--- config.mk ---
export PLATFORM = sky130hd
export DESIGN_NAME = sector_clock
export DESIGN_NICKNAME = d
export VERILOG_FILES = /design/src/rtl/sector_clock_pkg.sv /design/src/rtl/sector_clock_datapath.sv /design/src/rtl/sector_clock_ctrl.sv /design/src/rtl/sector_clock.sv
export SDC_FILE = /design/constraint.sdc
export NUM_CORES = 1
export LEC_CHECK = 0
export BUFFER_PORTS_ARGS = -buffer_cell sky130_fd_sc_hd__buf_2
export CAP_MARGIN = 0
export CORE_MARGIN = 1
export CORE_UTILIZATION = 25
export CTS_BUF_LIST = sky130_fd_sc_hd__clkbuf_4
export DETAILED_ROUTE_END_ITERATION = 6
export PLACE_DENSITY_LB_ADDON = 0.25
export SLEW_MARGIN = 10
export SYNTH_ARGS = -nofsm -noshare
export SYNTH_HDL_FRONTEND = slang
export SYNTH_SLANG_ARGS = --single-unit
--- constraint.sdc ---
create_clock -name clk -period 4.85 [get_ports clk]
set_input_delay 0.2425 -clock clk [delete_from_list [all_inputs] [get_ports clk]]
set_output_delay 0.2425 -clock clk [all_outputs]
set_load 0.03 [all_outputs]
--- src/rtl/sector_clock_pkg.sv ---
package sector_clock_pkg;
  // Strobes from the sequencing control to the rotation datapath
  typedef struct packed {
    logic loadSeek;  // load countdown with current latency
    logic loadGap;   // load countdown with inter-sector gap
    logic countEn;   // countdown may decrement on word ticks
  } sc_strobe_t;

  typedef enum logic {
    SC_IDLE = 1'b0,
    SC_RUN  = 1'b1
  } sc_state_e;
endpackage

--- src/rtl/sector_clock_datapath.sv ---
module sector_clock_datapath
  import sector_clock_pkg::*;
#(
  parameter int SPT_A            = 82,
  parameter int SPT_B            = 12,
  parameter int WORDS_PER_SECTOR = 256,
  parameter int GAP_WORDS        = 16,
  parameter int WT_W             = 8,
  parameter int DEFAULT_WT       = 2,
  localparam int SPT_MAX  = (SPT_A > SPT_B) ? SPT_A : SPT_B,
  localparam int SEC_W    = $clog2(SPT_MAX),
  localparam int WPS_W    = (WORDS_PER_SECTOR > 1) ? $clog2(WORDS_PER_SECTOR) : 1,
  localparam int LAT_SPAN = SPT_MAX * WORDS_PER_SECTOR,
  localparam int LAT_MAX  = (LAT_SPAN > GAP_WORDS) ? LAT_SPAN : GAP_WORDS,
  localparam int LAT_W    = $clog2(LAT_MAX + 1)
) (
  input  logic             clk,
  input  logic             rst_n,
  input  logic             wtLoad,
  input  logic [WT_W-1:0]  wtValue,
  input  logic             geomSel,
  input  logic [SEC_W-1:0] targetSector,
  input  sc_strobe_t       strobe,
  output logic [SEC_W-1:0] curSector,
  output logic [LAT_W-1:0] latencyWords,
  output logic             timerZero
);

  logic [WT_W-1:0]  wordTimeReg;
  logic [WT_W-1:0]  prescale;
  logic [WPS_W-1:0] wordPos;
  logic [SEC_W-1:0] sector;
  logic [LAT_W-1:0] timerCnt;

  logic             wordTick;
  logic             wordPosLast;
  logic             sectorLast;
  logic [SEC_W:0]   sptSel;
  logic [SEC_W:0]   delta;

  assign sptSel      = geomSel ? (SEC_W+1)'(SPT_B) : (SEC_W+1)'(SPT_A);
  // word time 0 degenerates to a tick every clock
  assign wordTick    = ({1'b0, prescale} + (WT_W+1)'(1)) >= {1'b0, wordTimeReg};
  assign wordPosLast = (wordPos == WPS_W'(WORDS_PER_SECTOR - 1));
  assign sectorLast  = ({1'b0, sector} + (SEC_W+1)'(1)) >= sptSel;

  // Word-time register and rotation counters
  always_ff @(posedge clk) begin
    if (!rst_n) begin
      wordTimeReg <= WT_W'(DEFAULT_WT);
      prescale    <= '0;
      wordPos     <= '0;
      sector      <= '0;
    end else if (wtLoad) begin
      wordTimeReg <= wtValue;
      prescale    <= '0;
      wordPos     <= '0;
      sector      <= '0;
    end else begin
      prescale <= wordTick ? '0 : prescale + WT_W'(1);
      if (wordTick) begin
        if (wordPosLast) begin
          wordPos <= '0;
          sector  <= sectorLast ? '0 : sector + SEC_W'(1);
        end else begin
          wordPos <= wordPos + WPS_W'(1);
        end
      end
    end
  end

  // Sector distance modulo track length
  always_comb begin
    if ({1'b0, targetSector} >= {1'b0, sector})
      delta = {1'b0, targetSector} - {1'b0, sector};
    else
      delta = {1'b0, targetSector} + sptSel - {1'b0, sector};
  end

  // Scale sector distance to word slots: shift when a power of two
  generate
    if ((WORDS_PER_SECTOR & (WORDS_PER_SECTOR - 1)) == 0) begin : g_shiftScale
      localparam int SHIFT = $clog2(WORDS_PER_SECTOR);
      assign latencyWords = LAT_W'(delta) << SHIFT;
    end else begin : g_mulScale
      assign latencyWords = LAT_W'(delta) * LAT_W'(WORDS_PER_SECTOR);
    end
  endgenerate

  // One-shot countdown in word slots
  always_ff @(posedge clk) begin
    if (!rst_n) begin
      timerCnt <= '0;
    end else if (strobe.loadSeek) begin
      timerCnt <= latencyWords;
    end else if (strobe.loadGap) begin
      timerCnt <= LAT_W'(GAP_WORDS);
    end else if (strobe.countEn && wordTick && !timerZero) begin
      timerCnt <= timerCnt - LAT_W'(1);
    end
  end

  assign timerZero = (timerCnt == '0);
  assign curSector = sector;

endmodule

--- src/rtl/sector_clock_ctrl.sv ---
module sector_clock_ctrl
  import sector_clock_pkg::*;
(
  input  logic       clk,
  input  logic       rst_n,
  input  logic       startSeek,
  input  logic       startGap,
  input  logic       timerZero,
  output sc_strobe_t strobe,
  output logic       timerDone
);

  sc_state_e state;

  always_comb begin
    strobe = '0;
    case (state)
      SC_IDLE: begin
        if (startSeek)     strobe.loadSeek = 1'b1;
        else if (startGap) strobe.loadGap  = 1'b1;
      end
      SC_RUN:  strobe.countEn = 1'b1;
      default: strobe = '0;
    endcase
  end

  always_ff @(posedge clk) begin
    if (!rst_n) begin
      state     <= SC_IDLE;
      timerDone <= 1'b0;
    end else begin
      timerDone <= 1'b0;
      case (state)
        SC_IDLE: if (startSeek || startGap) state <= SC_RUN;
        SC_RUN: begin
          if (timerZero) begin
            timerDone <= 1'b1;
            state     <= SC_IDLE;
          end
        end
        default: state <= SC_IDLE;
      endcase
    end
  end

endmodule

--- src/rtl/sector_clock.sv ---
module sector_clock
  import sector_clock_pkg::*;
#(
  parameter int SPT_A            = 82,
  parameter int SPT_B            = 12,
  parameter int WORDS_PER_SECTOR = 256,
  parameter int GAP_WORDS        = 16,
  parameter int WT_W             = 8,
  parameter int DEFAULT_WT       = 2,
  localparam int SPT_MAX  = (SPT_A > SPT_B) ? SPT_A : SPT_B,
  localparam int SEC_W    = $clog2(SPT_MAX),
  localparam int LAT_SPAN = SPT_MAX * WORDS_PER_SECTOR,
  localparam int LAT_MAX  = (LAT_SPAN > GAP_WORDS) ? LAT_SPAN : GAP_WORDS,
  localparam int LAT_W    = $clog2(LAT_MAX + 1)
) (
  input  logic             clk,
  input  logic             rst_n,
  input  logic             wtLoad,
  input  logic [WT_W-1:0]  wtValue,
  input  logic             geomSel,
  input  logic [SEC_W-1:0] targetSector,
  input  logic             startSeek,
  input  logic             startGap,
  output logic [SEC_W-1:0] curSector,
  output logic [LAT_W-1:0] latencyWords,
  output logic             timerDone
);

  sc_strobe_t strobe;
  logic       timerZero;

  sector_clock_ctrl u_ctrl (
    .clk       (clk),
    .rst_n     (rst_n),
    .startSeek (startSeek),
    .startGap  (startGap),
    .timerZero (timerZero),
    .strobe    (strobe),
    .timerDone (timerDone)
  );

  sector_clock_datapath #(
    .SPT_A            (SPT_A),
    .SPT_B            (SPT_B),
    .WORDS_PER_SECTOR (WORDS_PER_SECTOR),
    .GAP_WORDS        (GAP_WORDS),
    .WT_W             (WT_W),
    .DEFAULT_WT       (DEFAULT_WT)
  ) u_dp (
    .clk          (clk),
    .rst_n        (rst_n),
    .wtLoad       (wtLoad),
    .wtValue      (wtValue),
    .geomSel      (geomSel),
    .targetSector (targetSector),
    .strobe       (strobe),
    .curSector    (curSector),
    .latencyWords (latencyWords),
    .timerZero    (timerZero)
  );

endmodule

* Yosys cells after proc, flatten, opt, wreduce, memory -nomap -nowiden
Index checks and enable logic that the tools add are counted.
** Cells by class
- $add $sub $neg :: 9
- Magnitude comparators :: 3
- Eq/ne operators :: 1
- Mux-type cells :: 16
- Bitwise operators :: 2
- Reductions and logical operators :: 13
** Operators with widths (count)
- 2-to-1 mux 15 bit :: 3
- 2-to-1 mux 7 bit :: 3
- adder 8 x 1 -> 8 bit (second input constant) :: 2
- zero test 15 bit :: 1
- subtractor 15 x 1 -> 15 bit (second input constant) :: 1
- subtractor 7 bit :: 2
- adder 8 x 1 -> 9 bit (second input constant) :: 1
- greater-or-equal comparator 9 x 8 -> 1 bit :: 1
- adder 7 x 1 -> 8 bit (second input constant) :: 1
- equality test 8 bit (second input constant) :: 1
- greater-or-equal comparator 8 bit :: 1
- 2-to-1 mux 8 bit :: 1
- adder 7 x 1 -> 7 bit (second input constant) :: 1
- adder 7 bit :: 1
- greater-or-equal comparator 7 bit :: 1
- 2-to-1 mux 1 bit :: 7
- OR reduction 3 bit :: 2
- AND reduction 2 bit :: 2
- OR reduction 2 bit :: 2
- nonzero test 3 bit :: 1
- logical AND 1 bit :: 2
- 2-to-1 mux 2 bit :: 1
- NOT 1 bit :: 2
- one-hot mux 1 bit (2 select lines) :: 1
- other kinds (3) :: 3
** Storage, ports and cells
- Bits in registers :: 48
- Input bits :: 21
- Output and inout bits :: 23
- Word-level logic and storage cells :: 53

* Logic depth before layout (Yosys ltp)
Gate-level depths: netlist (run 1).
- Depth after elaboration :: 7
- Gate-level depth with buffers :: 12
- Gate-level depth less buffers :: 12

* Modules after synthesis
Synthesis (run 1) repeated with hierarchy kept, for this count alone.
** Unflattened totals
- Cells, all modules :: 391
- Area, all modules :: 3284.4 um^2
** By module, submodules not included
- sector_clock_datapath :: times used 1, cells each 383, area an instance 3203.1 um^2, seq. area each 920.9 um^2
- sector_clock_ctrl :: times used 1, cells each 8, area an instance 81.3 um^2, seq. area each 40.0 um^2

* Least setup slack after synthesis (run 1)
No wires, ideal clock.
- Path type :: reg2out
- Start :: register u_dp.sector[2], in the netlist u_dp.curSector[2]
- End :: output latencyWords[14]
- Data arrival time :: 2865 ps
- Data required time :: 4608 ps
- Slack :: 1742 ps
- Cell stages (with the launch flop) :: 10
- Path buffers :: 0
- Cells stage by stage :: dfxtp_1 fa_1 inv_1 ha_1 a211oi_1 o21ai_1 a21oi_1 xnor2_1 a2bb2o_1 nor2_1
** On the way
- Cells in the longest elaborated chain, start to end :: 2
- Elaborated cells on any way between the ends :: 4
- Those cells by class :: add/sub (2); order compare (1); mux (1)
** Ends and longest elaborated chain
- from (decl) :: line sector_clock_datapath.sv:32 : logic [SEC_W-1:0] sector;
- from (signal assigned) :: line sector_clock_datapath.sv:64 : sector <= sectorLast ? '0 : sector + SEC_W'(1);
- subtractor 7 bit (tied with other cells) :: line sector_clock_datapath.sv:77 : delta = {1'b0, targetSector} + sptSel - {1'b0, sector};
- 2-to-1 mux 7 bit * :: line sector_clock_datapath.sv:74 : if ({1'b0, targetSector} >= {1'b0, sector})
- to (decl) :: line sector_clock.sv:25 : output logic [LAT_W-1:0] latencyWords,
Every way passes the cells marked *; elsewhere a longest branch is shown, timed or not.

* Final worst setup path (run 1)
Same ends and word-level chain as after synthesis.

==> results.toml, run 1 <==
[status]
outcome = "finished, final reports clean"

[cts]
tritoncts = "built"
cts_root_buf = "clkbuf_4"
clockBufferDepth = 2
clkLatencyLatePin_ns = 0.37
cts_resized = 0
hold_buffers = 0
cts_setup_buffers = 0
h-tree-depth = 2
clock-sinks = 48
cts_made_buffers = 5
cts.clk_slew.worst_paths_ns = 0.15

[final_layout]
final_cell_mix = "dfxtp_1 (48), inv_1 (42), buf_2 (35), nor2_1 (32), ha_1 (30)"
instances_no_fill = 625
finalNetCount = 505
num_antenna_cells = 0
drive_above_1_share_pct = 13.14
area_growth_pct = 11.10
multi_input_area_um2 = 2292
final_common_cell = "dfxtp_1"
seqCellArea_um2 = 960.9
postLayoutCoreUtil_pct = 28.87
fill_cells = 1461

[pwr]
power.density_nw_per_um2 = 234.8
ir_drop_v = 0.00009541
p_int_w = 0.0005799
pwr-share-clk_pct = 21.3
p_sw_share_pct = 36.40
pwr-share-seq_pct = 47.2
leakage_nw = 1.608
p_sw_w = 0.0003319
pwr-share-comb_pct = 31.6

[sta]
clock.fmax_mhz = 289.7
finClkSkew_ns = 0.01679
final.period_utilization_pct = 71.16
period_minus_slack_ns = 3.451
finalSetupTns_ns = 0
slew_headroom_pct = 36.14
finalHoldViolCount = 0
tightest_slew_ns = 0.9429
grt_setup_unrepaired = "false"
fin_ws_ns = 1.399
slew_violations = 0
finalSetupViolCount = 0

[global_route]
grt_pass1_wl_um = 13540
grt_overflow_total = 0
grt_use_total_pct = 11.76
grt_max_degree = 23
antenna_found_initial = 0
grt_pass1_vias = 2771

[critical_path]
path_class = "reg -> out"
rr_worst_depth = 11
worstPathRequired_ns = 4.61
arrival_ns = 3.21
crit_fanout = 9
worstSetupEndpointType = "output pin"
startpoint_type = "flip-flop"

[floorplanning]
start_util_pct = 25.99
num_rows = 42
fp.dieW_um = 120.3
boundaryPins = 44
die_y_um = 120.3
dieArea_um2 = 14460
coreArea_um2 = 13450

[synthesis]
syn-instance-count = 414
yosysSeqAreaShare_pct = 27.49
synth_edf_count = 0
synth_cell_types = 64
syn_area_um2 = 3496
synth_flop_cell = "dfxtp_1"
ys_warn_count = 0
synth_seq_cells = 48
async_flop_share_pct = 0
syn_area_per_cell_um2 = 8.444

[detailed_routing]
drt_iter0_markers = 84
drcViolationCount = 0
routed_wl_um = 8157
ant_nets = 0
drt-wirelength-per-cell_um = 13.05
dr.pass1.iters = 4
viasPerCell = 4.696
via_count = 2935

[hold_path]
hp-class = "in -> reg"
hold_path_depth = 3

[place]
dp_cells = 617
place.gp.congestion = 0.7824
pre_cts_ws_ns = 1.463
dp_hpwl_um = 6332
port_buffers = 35

[job]
drv_cap = 0
==> state kept, by name (all words and copies together) (netlist names) <==
| signal | cells |
|---|---|
| u_ctrl.timerDone | 1 |
| u_dp.curSector | 7 |
| u_dp.prescale | 8 |
| u_dp.wordTimeReg | 8 |
| u_dp.timerCnt | 15 |
| u_dp.wordPos | 8 |
| u_ctrl.state | 1 |
==> cell usage after synthesis (4+ instances only) <==
cell | number | share of area [%]
dfxtp_1 | 48 | 27
inv_1 | 42 | 4.5
nor2_1 | 32 | 3.4
ha_1 | 30 | 11
nand2_1 | 27 | 2.9
xnor2_1 | 25 | 6.3
nor2b_1 | 20 | 3.6
a21oi_1 | 19 | 2.7
nand3_1 | 14 | 2.0
a211oi_1 | 11 | 2.4
mux2i_1 | 10 | 2.9
buf_4 | 8 | 1.7
nand4_1 | 8 | 1.4
o21ai_1 | 8 | 1.1
a31oi_1 | 7 | 1.3
a21o_1 | 6 | 1.3
and3_1 | 6 | 1.1
fa_1 | 6 | 3.4
nor3_1 | 6 | 0.86
a2111oi_2 | 5 | 2.1
o21a_1 | 5 | 1.1
o21ai_0 | 5 | 0.72
xor2_1 | 5 | 1.3
clkbuf_1 | 4 | 0.43
==> stage by stage <==
step / power [W] / hold slack, ns / cell area, um2
floorplan: 0.0006633 / 0.3729 / 3522
global placement: 0.0007261 / 0.4642 / 3829
detailed placement: 0.0007256 / 0.4689 / 3829
CTS: 0.0009254 / 0.05582 / 3884
global route: 0.0009759 / 0.05817 / 3884
finish: 0.0009118 / 0.07593 / 3884
==> routing by layer <==
metal  vias up  wire length (um)  GRT usage, %
met5         -                 0             0
met4         0                76         2.778
met3         8               273         2.453
met2        57              3824         18.61
met1      1362              3982         16.29
li1       1508                 -             -
==> area by class of cell <==
cell class                 instances  area share [%]
multi-input combinational        312           59.02
timing repair buffer              37           4.897
sequential                        48           24.74
clock inverter                     3          0.4510
clock buffer                       5          0.9665
inverter                          44           4.253
tap                              176           5.670
==> cell families after synthesis <==
family                     after synthesis  synth area share (%)
AOI/OAI and AO/OA                       90                 19.44
xor gates and xnor gates                30                 7.516
adders and majority gates               36                 14.17
buffers and inverters                   61                 7.695
DFF                                     48                 27.49
muxes                                   10                 2.863
other                                    1                0.1073
and+or+nand+nor                        138                 20.72
==> final timing paths <==
kind                                         from             endpoint  slack [ns]
worst max register to register   u_dp.prescale[0]     u_dp.timerCnt[4]        1.43
worst max-delay path            u_dp.curSector[2]     latencyWords[14]        1.40
worst min-delay path                   wtValue[1]  u_dp.wordTimeReg[1]        0.08
worst min register to register  u_dp.curSector[6]    u_dp.curSector[6]        0.50
==> worst max-delay path, stage by stage (launching register included) <==
cell and delay, ns:
dfxtp_1 0.57, fa_1 0.52, inv_1 0.08, ha_1 0.24
a211oi_1 0.30, o21ai_1 0.11, a21oi_1 0.18, xnor2_1 0.15
a2bb2o_1 0.35, nor2_1 0.12, buf_2 0.21
==> power by group through the flow <==
stage / logic [W] / registers [W] / clock network, W
4_1_cts: 0.000289 / 0.000430 / 0.000206
3_5_place_dp: 0.000287 / 0.000438 / 0
2_1_floorplan: 0.000228 / 0.000436 / 0
3_3_place_gp: 0.000288 / 0.000438 / 0
5_1_grt: 0.000318 / 0.000433 / 0.000224
6_report: 0.000288 / 0.000430 / 0.000194
(Power assumes the default switching activity.)
==> run 2: changes to the inputs <==
--- a/config.mk
+++ b/config.mk
@@ -5,6 +5,7 @@
 export SDC_FILE = /design/constraint.sdc
 export NUM_CORES = 1
 export LEC_CHECK = 0
+export ABC_AREA = 1
 export BUFFER_PORTS_ARGS = -buffer_cell sky130_fd_sc_hd__buf_2
 export CAP_MARGIN = 0
 export CORE_MARGIN = 1
==> constraint.sdc (replaced) <==
create_clock -name clk -period 3.17 [get_ports clk]
set_input_delay 0.1585 -clock clk [delete_from_list [all_inputs] [get_ports clk]]
set_output_delay 0.1585 -clock clk [all_outputs]
set_load 0.03 [all_outputs]
==> run 2 against run 1 <==
Flip-flop and latch count is the same; sequential share of layout area shrank 1.5 points; synthesized cell count grew 27%; final cell count grew 20%; via count grew 9.7%; clock skew shrank 0.0045 ns; largest power group unchanged; die area grew 4.7%; clock power grew 140%; area after synthesis grew 4.8%.
==> results.toml, run 2 <==
[sta]
final.period_utilization_pct = 92.21
slew_headroom_pct = 65.69
finalSetupViolCount = 0
period_minus_slack_ns = 2.923
finClkSkew_ns = 0.01231
tightest_slew_ns = 0.5128
clock.fmax_mhz = 342.1
grt_setup_unrepaired = "false"
finalHoldViolCount = 0
fin_ws_ns = 0.2469
slew_violations = 0
finalSetupTns_ns = 0

[cts]
clock-sinks = 48
tritoncts = "built"
clockBufferDepth = 2
cts_setup_buffers = 0
h-tree-depth = 2
cts_root_buf = "clkbuf_4"
cts_made_buffers = 5
clkLatencyLatePin_ns = 0.38
cts.clk_slew.worst_paths_ns = 0.16

[detailed_routing]
drt_iter0_markers = 129
drcViolationCount = 0
dr.pass1.iters = 4
drt-wirelength-per-cell_um = 11.37
via_count = 3219
routed_wl_um = 8504
viasPerCell = 4.303
ant_nets = 0

[global_route]
grt_use_total_pct = 11.96
antenna_found_initial = 0
grt_max_degree = 19
grt_overflow_total = 0
grt_pass1_wl_um = 14370
grt_pass1_vias = 2989

[synthesis]
yosysSeqAreaShare_pct = 26.24
yosys.area.top_type = "dfxtp_1"
synth_area_leaders = "dfxtp_1 (26%), ha_1 (10%), nand2_1 (9.9%), inv_1 (8.3%), nor2_1 (5.4%)"
synth_common_cells = "nand2_1 (97), inv_1 (81), nor2_1 (53)"
syn-instance-count = 526
synth_edf_count = 0
syn_area_um2 = 3662
synth_top_area_share_pct = 26.24
synth_seq_cells = 48
ys_warn_count = 0
async_flop_share_pct = 0
synth_flop_cell = "dfxtp_1"
synth_cell_types = 45
synth_most_common_cell = "nand2_1"
syn_area_per_cell_um2 = 6.962

[place]
place_area_um2 = 4006
port_buffers = 35
place.gp.congestion = 0.8065
dp_hpwl_um = 6834
pre_cts_ws_ns = 0.5386

[final_layout]
top_register = "u_dp.timerCnt"
final_cell_mix = "nand2_1 (97), inv_1 (81), nor2_1 (53), dfxtp_1 (47), nand3_1 (37)"
finalNetCount = 623
postLayoutCoreUtil_pct = 29.34
area_growth_pct = 12.95
design_area_um2 = 4136
final_common_cell = "nand2_1"
largest_reg_flops = 15
drive_above_1_share_pct = 14.99

[critical_path]
slowest_stage = "dfxtp_2"
crit_chain = "fa_1 -> inv_1 -> ha_1 -> inv_1 -> fa_1 -> o21ai_0 -> xnor2_1 -> nand2_1 -> and2_1 -> buf_2"
r2r-start = "u_dp.prescale[0]"
path_class = "reg -> out"
rr_endpoint = "u_dp.wordPos[3]"
slowest_delay_ns = 0.44
crit_fanout = 6
worstPathRequired_ns = 3.01
startpoint_type = "flip-flop"
worstSetupEndpointType = "output pin"
r2r_slack_ns = 0.59
arrival_ns = 2.76
rr_worst_depth = 18

[floorplanning]
boundaryPins = 44
dieArea_um2 = 15140
num_rows = 43
fp.dieW_um = 123.0
start_util_pct = 25.98
coreArea_um2 = 14100
die_y_um = 123.0

[hold_path]
hp-start = "wtLoad"
hold_path_end = "u_dp.wordTimeReg[1]"
hold_path_depth = 2
hp-class = "in -> reg"

[status]
outcome = "finished, final reports clean"

[pwr]
power.density_nw_per_um2 = 383.5
leakage_nw = 1.970
p_total_w = 0.001586
ir_drop_v = 0.0001490

[job]
drv_cap = 0
[run 2: changes by cell type after synthesis, moves of 11 or more]
cell,delta
nand3_1,+23
nor2_1,+21
xor2_1,+13
a211oi_1,-11
nand2_1,+70
a21oi_1,+14
inv_1,+39
nor2b_1,-20
xnor2_1,-18
o21ai_0,+13
[run 2: per-stage QoR]
| stage | hold slack [ns] | std cells |
|---|---|---|
| after floorplan | 0.2696 | 533 |
| after global placement | 0.3839 | 737 |
| after detailed placement | 0.3913 | 737 |
| after CTS | 0.009558 | 747 |
| after global routing | 0.007208 | 747 |
| final | 0.03754 | 748 |
[run 2: critical path: cells and delay by family (launching register included)]
kind                       cells  cell delay (ns)
AOI/OAI and AO/OA              1             0.24
DFF                            1             0.44
and+or+nand+nor                2             0.26
buffers and inverters          3             0.30
adders and majority gates      3             1.00
xor gates and xnor gates       1             0.16
[run 2: area by class of cell]
type / count / area [um2]
repair buffers: 38 / 202.7
multi-input cells: 382 / 2293
diodes: 1 / 2.502
fillers: 1573 / 9960
clock buffers: 5 / 37.54
flip-flops and latches: 48 / 962.2
clock inverters: 3 / 68.82
inverters: 91 / 344.1
well taps: 180 / 225.2
[run 2: report_power, final]
part	internal (W)	switching (W)	total [W]
registers	0.000632	0.0000249	0.000657
clock network	0.000248	0.000222	0.000470
logic	0.000162	0.000297	0.000459
total	0.00104	0.000543	0.00159
[run 2: how the worst max path moves through the flow]
| stage | from | to | cells past startpoint |
|---|---|---|---|
| floorplan | u_dp.curSector[1] | u_dp.timerCnt[10] | 10 |
| global placement | geomSel | latencyWords[14] | 13 |
| detailed placement | geomSel | latencyWords[14] | 13 |
| CTS | u_dp.curSector[1] | latencyWords[13] | 10 |
| global route | u_dp.curSector[1] | latencyWords[13] | 10 |
| finish | u_dp.curSector[1] | latencyWords[13] | 10 |
[run 2: repair_timing]
action	in CTS	in global routing
hold buffers	2	0
resized for setup	0	1
setup endpoints to repair	0	1
hold endpoints to repair	2	0
[run 2: cells by family after synthesis]
group,count (synthesis),share of synthesized area [%]
AOI/OAI and AO/OA,72,10.90
xor gates and xnor gates,25,5.979
adders and majority gates,36,13.53
buffers and inverters,103,11.85
DFF,48,26.24
other,1,0.1024
and+or+nand+nor,241,31.40
[run 2: per-layer routing]
metal	vias up	part of all wire [%]	GRT usage, %
met5	-	0	0
met4	0	1.2	3.012
met3	5	3.1	1.983
met2	43	46	19.17
met1	1430	50	16.58
li1	1741	-	-
==> run 3: changes to the inputs <==
--- a/config.mk
+++ b/config.mk
@@ -10,7 +10,6 @@
 export CAP_MARGIN = 0
 export CORE_MARGIN = 1
 export CORE_UTILIZATION = 25
-export CTS_BUF_LIST = sky130_fd_sc_hd__clkbuf_4
 export DETAILED_ROUTE_END_ITERATION = 6
 export PLACE_DENSITY_LB_ADDON = 0.25
 export SLEW_MARGIN = 10
==> run 3 against run 2 <==
Count of clock-buffer cells in the layout stayed put; flip-flop and latch count stayed put; setup slack better by 0.011 ns; largest cell class unchanged.
==> results.toml, run 3 (same netlist as run 2, synthesis figures left out) <==
[critical_path]
arrival_ns = 2.75
r2r_slack_ns = 0.62
startpoint_type = "flip-flop"
crit_chain = "fa_1 -> inv_1 -> ha_1 -> inv_1 -> fa_1 -> o21ai_0 -> xnor2_1 -> nand2_1 -> and2_1 -> buf_2"
worstPathRequired_ns = 3.01
r2r-start = "u_dp.prescale[0]"
rr_worst_depth = 18
worstSetupEndpointType = "output pin"
crit_path_end = "latencyWords[13]"
slowest_stage = "dfxtp_1"
slowest_delay_ns = 0.49
crit_fanout = 6
crit_start = "u_dp.curSector[1]"
rr_endpoint = "u_dp.wordPos[3]"
path_class = "reg -> out"

[sta]
finalHoldViolCount = 0
slew_headroom_pct = 65.78
finalSetupTns_ns = 0
slew_violations = 0
period_minus_slack_ns = 2.912
finClkSkew_ns = 0.006127
clock.fmax_mhz = 343.4
grt_setup_unrepaired = "false"
holdWs_ns = 0.08934
finalSetupViolCount = 0
tightest_slew_ns = 0.5114
final.period_utilization_pct = 91.85
fin_ws_ns = 0.2583

[cts]
cts_root_buf = "clkbuf_16"
tritoncts = "built"
cts_made_buffers = 5
cts_setup_buffers = 0
cts_resized = 0
hold_buffers = 0
clockBufferDepth = 2
cts.clk_slew.worst_paths_ns = 0.07
clkLatencyLatePin_ns = 0.29
clock-sinks = 48
h-tree-depth = 2

[floorplanning]
fp.dieW_um = 123.0
num_rows = 43
coreArea_um2 = 14100
start_util_pct = 25.98
dieArea_um2 = 15140
boundaryPins = 44
die_y_um = 123.0

[final_layout]
instances_no_fill = 745
final_cell_mix = "nand2_1 (97), inv_1 (81), nor2_1 (53), dfxtp_1 (48), nand3_1 (37)"
final_common_cell = "nand2_1"
postLayoutCoreUtil_pct = 29.80
largest_reg_flops = 15
num_antenna_cells = 0
finalNetCount = 621
drive_above_1_share_pct = 14.87
top_register = "u_dp.timerCnt"
area_growth_pct = 14.69

[detailed_routing]
ant_nets = 0
routed_wl_um = 8503
drcViolationCount = 0
viasPerCell = 4.295
via_count = 3200
drt_iter0_markers = 127
drt-wirelength-per-cell_um = 11.41
dr.pass1.iters = 4

[pwr]
power.density_nw_per_um2 = 431.7
ir_drop_v = 0.0002687
leakage_nw = 2.000

[status]
outcome = "finished, final reports clean"

[place]
dp_cells = 737
dp_hpwl_um = 6834
port_buffers = 35
pre_cts_ws_ns = 0.5386
place.gp.congestion = 0.8065

[global_route]
grt_pass1_wl_um = 14350
grt_max_degree = 19
grt_use_total_pct = 11.91
antenna_found_initial = 0
grt_pass1_vias = 2994
grt_overflow_total = 0

[job]
drv_cap = 0

[hold_path]
hp-class = "in -> reg"
run 3: cell types whose count changed in the layout (fill, tap and decap cells not counted):
cell | previous run | this run
dlygate4sd3_1 | 2 | 0
dfxtp_1 | 47 | 48
clkbuf_4 | 5 | 0
dfxtp_2 | 1 | 0
clkbuf_16 | 0 | 5
diode_2 | 1 | 0
run 3: final cells by class:
| class | instances | area, um2 |
|---|---|---|
| Clock buffer | 5 | 125.1 |
| Clock inverter | 3 | 68.82 |
| Fill cell | 1561 | 9896 |
| Inverter | 91 | 344.1 |
| Multi-Input combinational cell | 382 | 2293 |
| Sequential cell | 48 | 960.9 |
| Tap cell | 180 | 225.2 |
| Timing Repair Buffer | 36 | 182.7 |
run 3: worst min path at each step:
stage / startpoint / to / slack [ns] / cells after the start
after floorplan: wtLoad / u_dp.wordTimeReg[1] / 0.27 / 1
after global placement: wtValue[1] / u_dp.wordTimeReg[1] / 0.38 / 3
after detailed placement: wtValue[1] / u_dp.wordTimeReg[1] / 0.39 / 3
after CTS: wtValue[1] / u_dp.wordTimeReg[1] / 0.08 / 3
after global routing: wtValue[1] / u_dp.wordTimeReg[1] / 0.11 / 3
final: wtValue[1] / u_dp.wordTimeReg[1] / 0.09 / 3
run 3: routing by layer:
| metal | vias to the layer above | global-route usage (%) | part of all wire (%) |
|---|---|---|---|
| met2 | 37 | 19.21 | 47 |
| met3 | 6 | 1.707 | 2.8 |
| met1 | 1422 | 16.58 | 50 |
| met5 | - | 0 | 0 |
| met4 | 0 | 3.012 | 0.93 |
| li1 | 1735 | - | - |
run 3: critical path: cells and delay by family, from the launching register on:
kind	cells	cell delay (ns)
simple gates	2	0.26
fa+ha+maj	3	1.03
flops	1	0.49
xor+xnor	1	0.16
buf+inv	3	0.30
compound gates	1	0.24
run 3: per-stage QoR:
step | instance area [um2] | total power (W)
2_1_floorplan | 3689 | 0.001029
3_3_place_gp | 4006 | 0.001127
3_5_place_dp | 4006 | 0.001127
4_1_cts | 4200 | 0.001840
5_1_grt | 4200 | 0.001925
6_report | 4200 | 0.001813
run 3: power by group:
group,leakage (nW),total [W],switching (W),internal (W)
Combinational,1.51,0.000457,0.000296,0.000160
Clock,0.0944,0.000700,0.000245,0.000455
Sequential,0.391,0.000656,0.0000246,0.000632
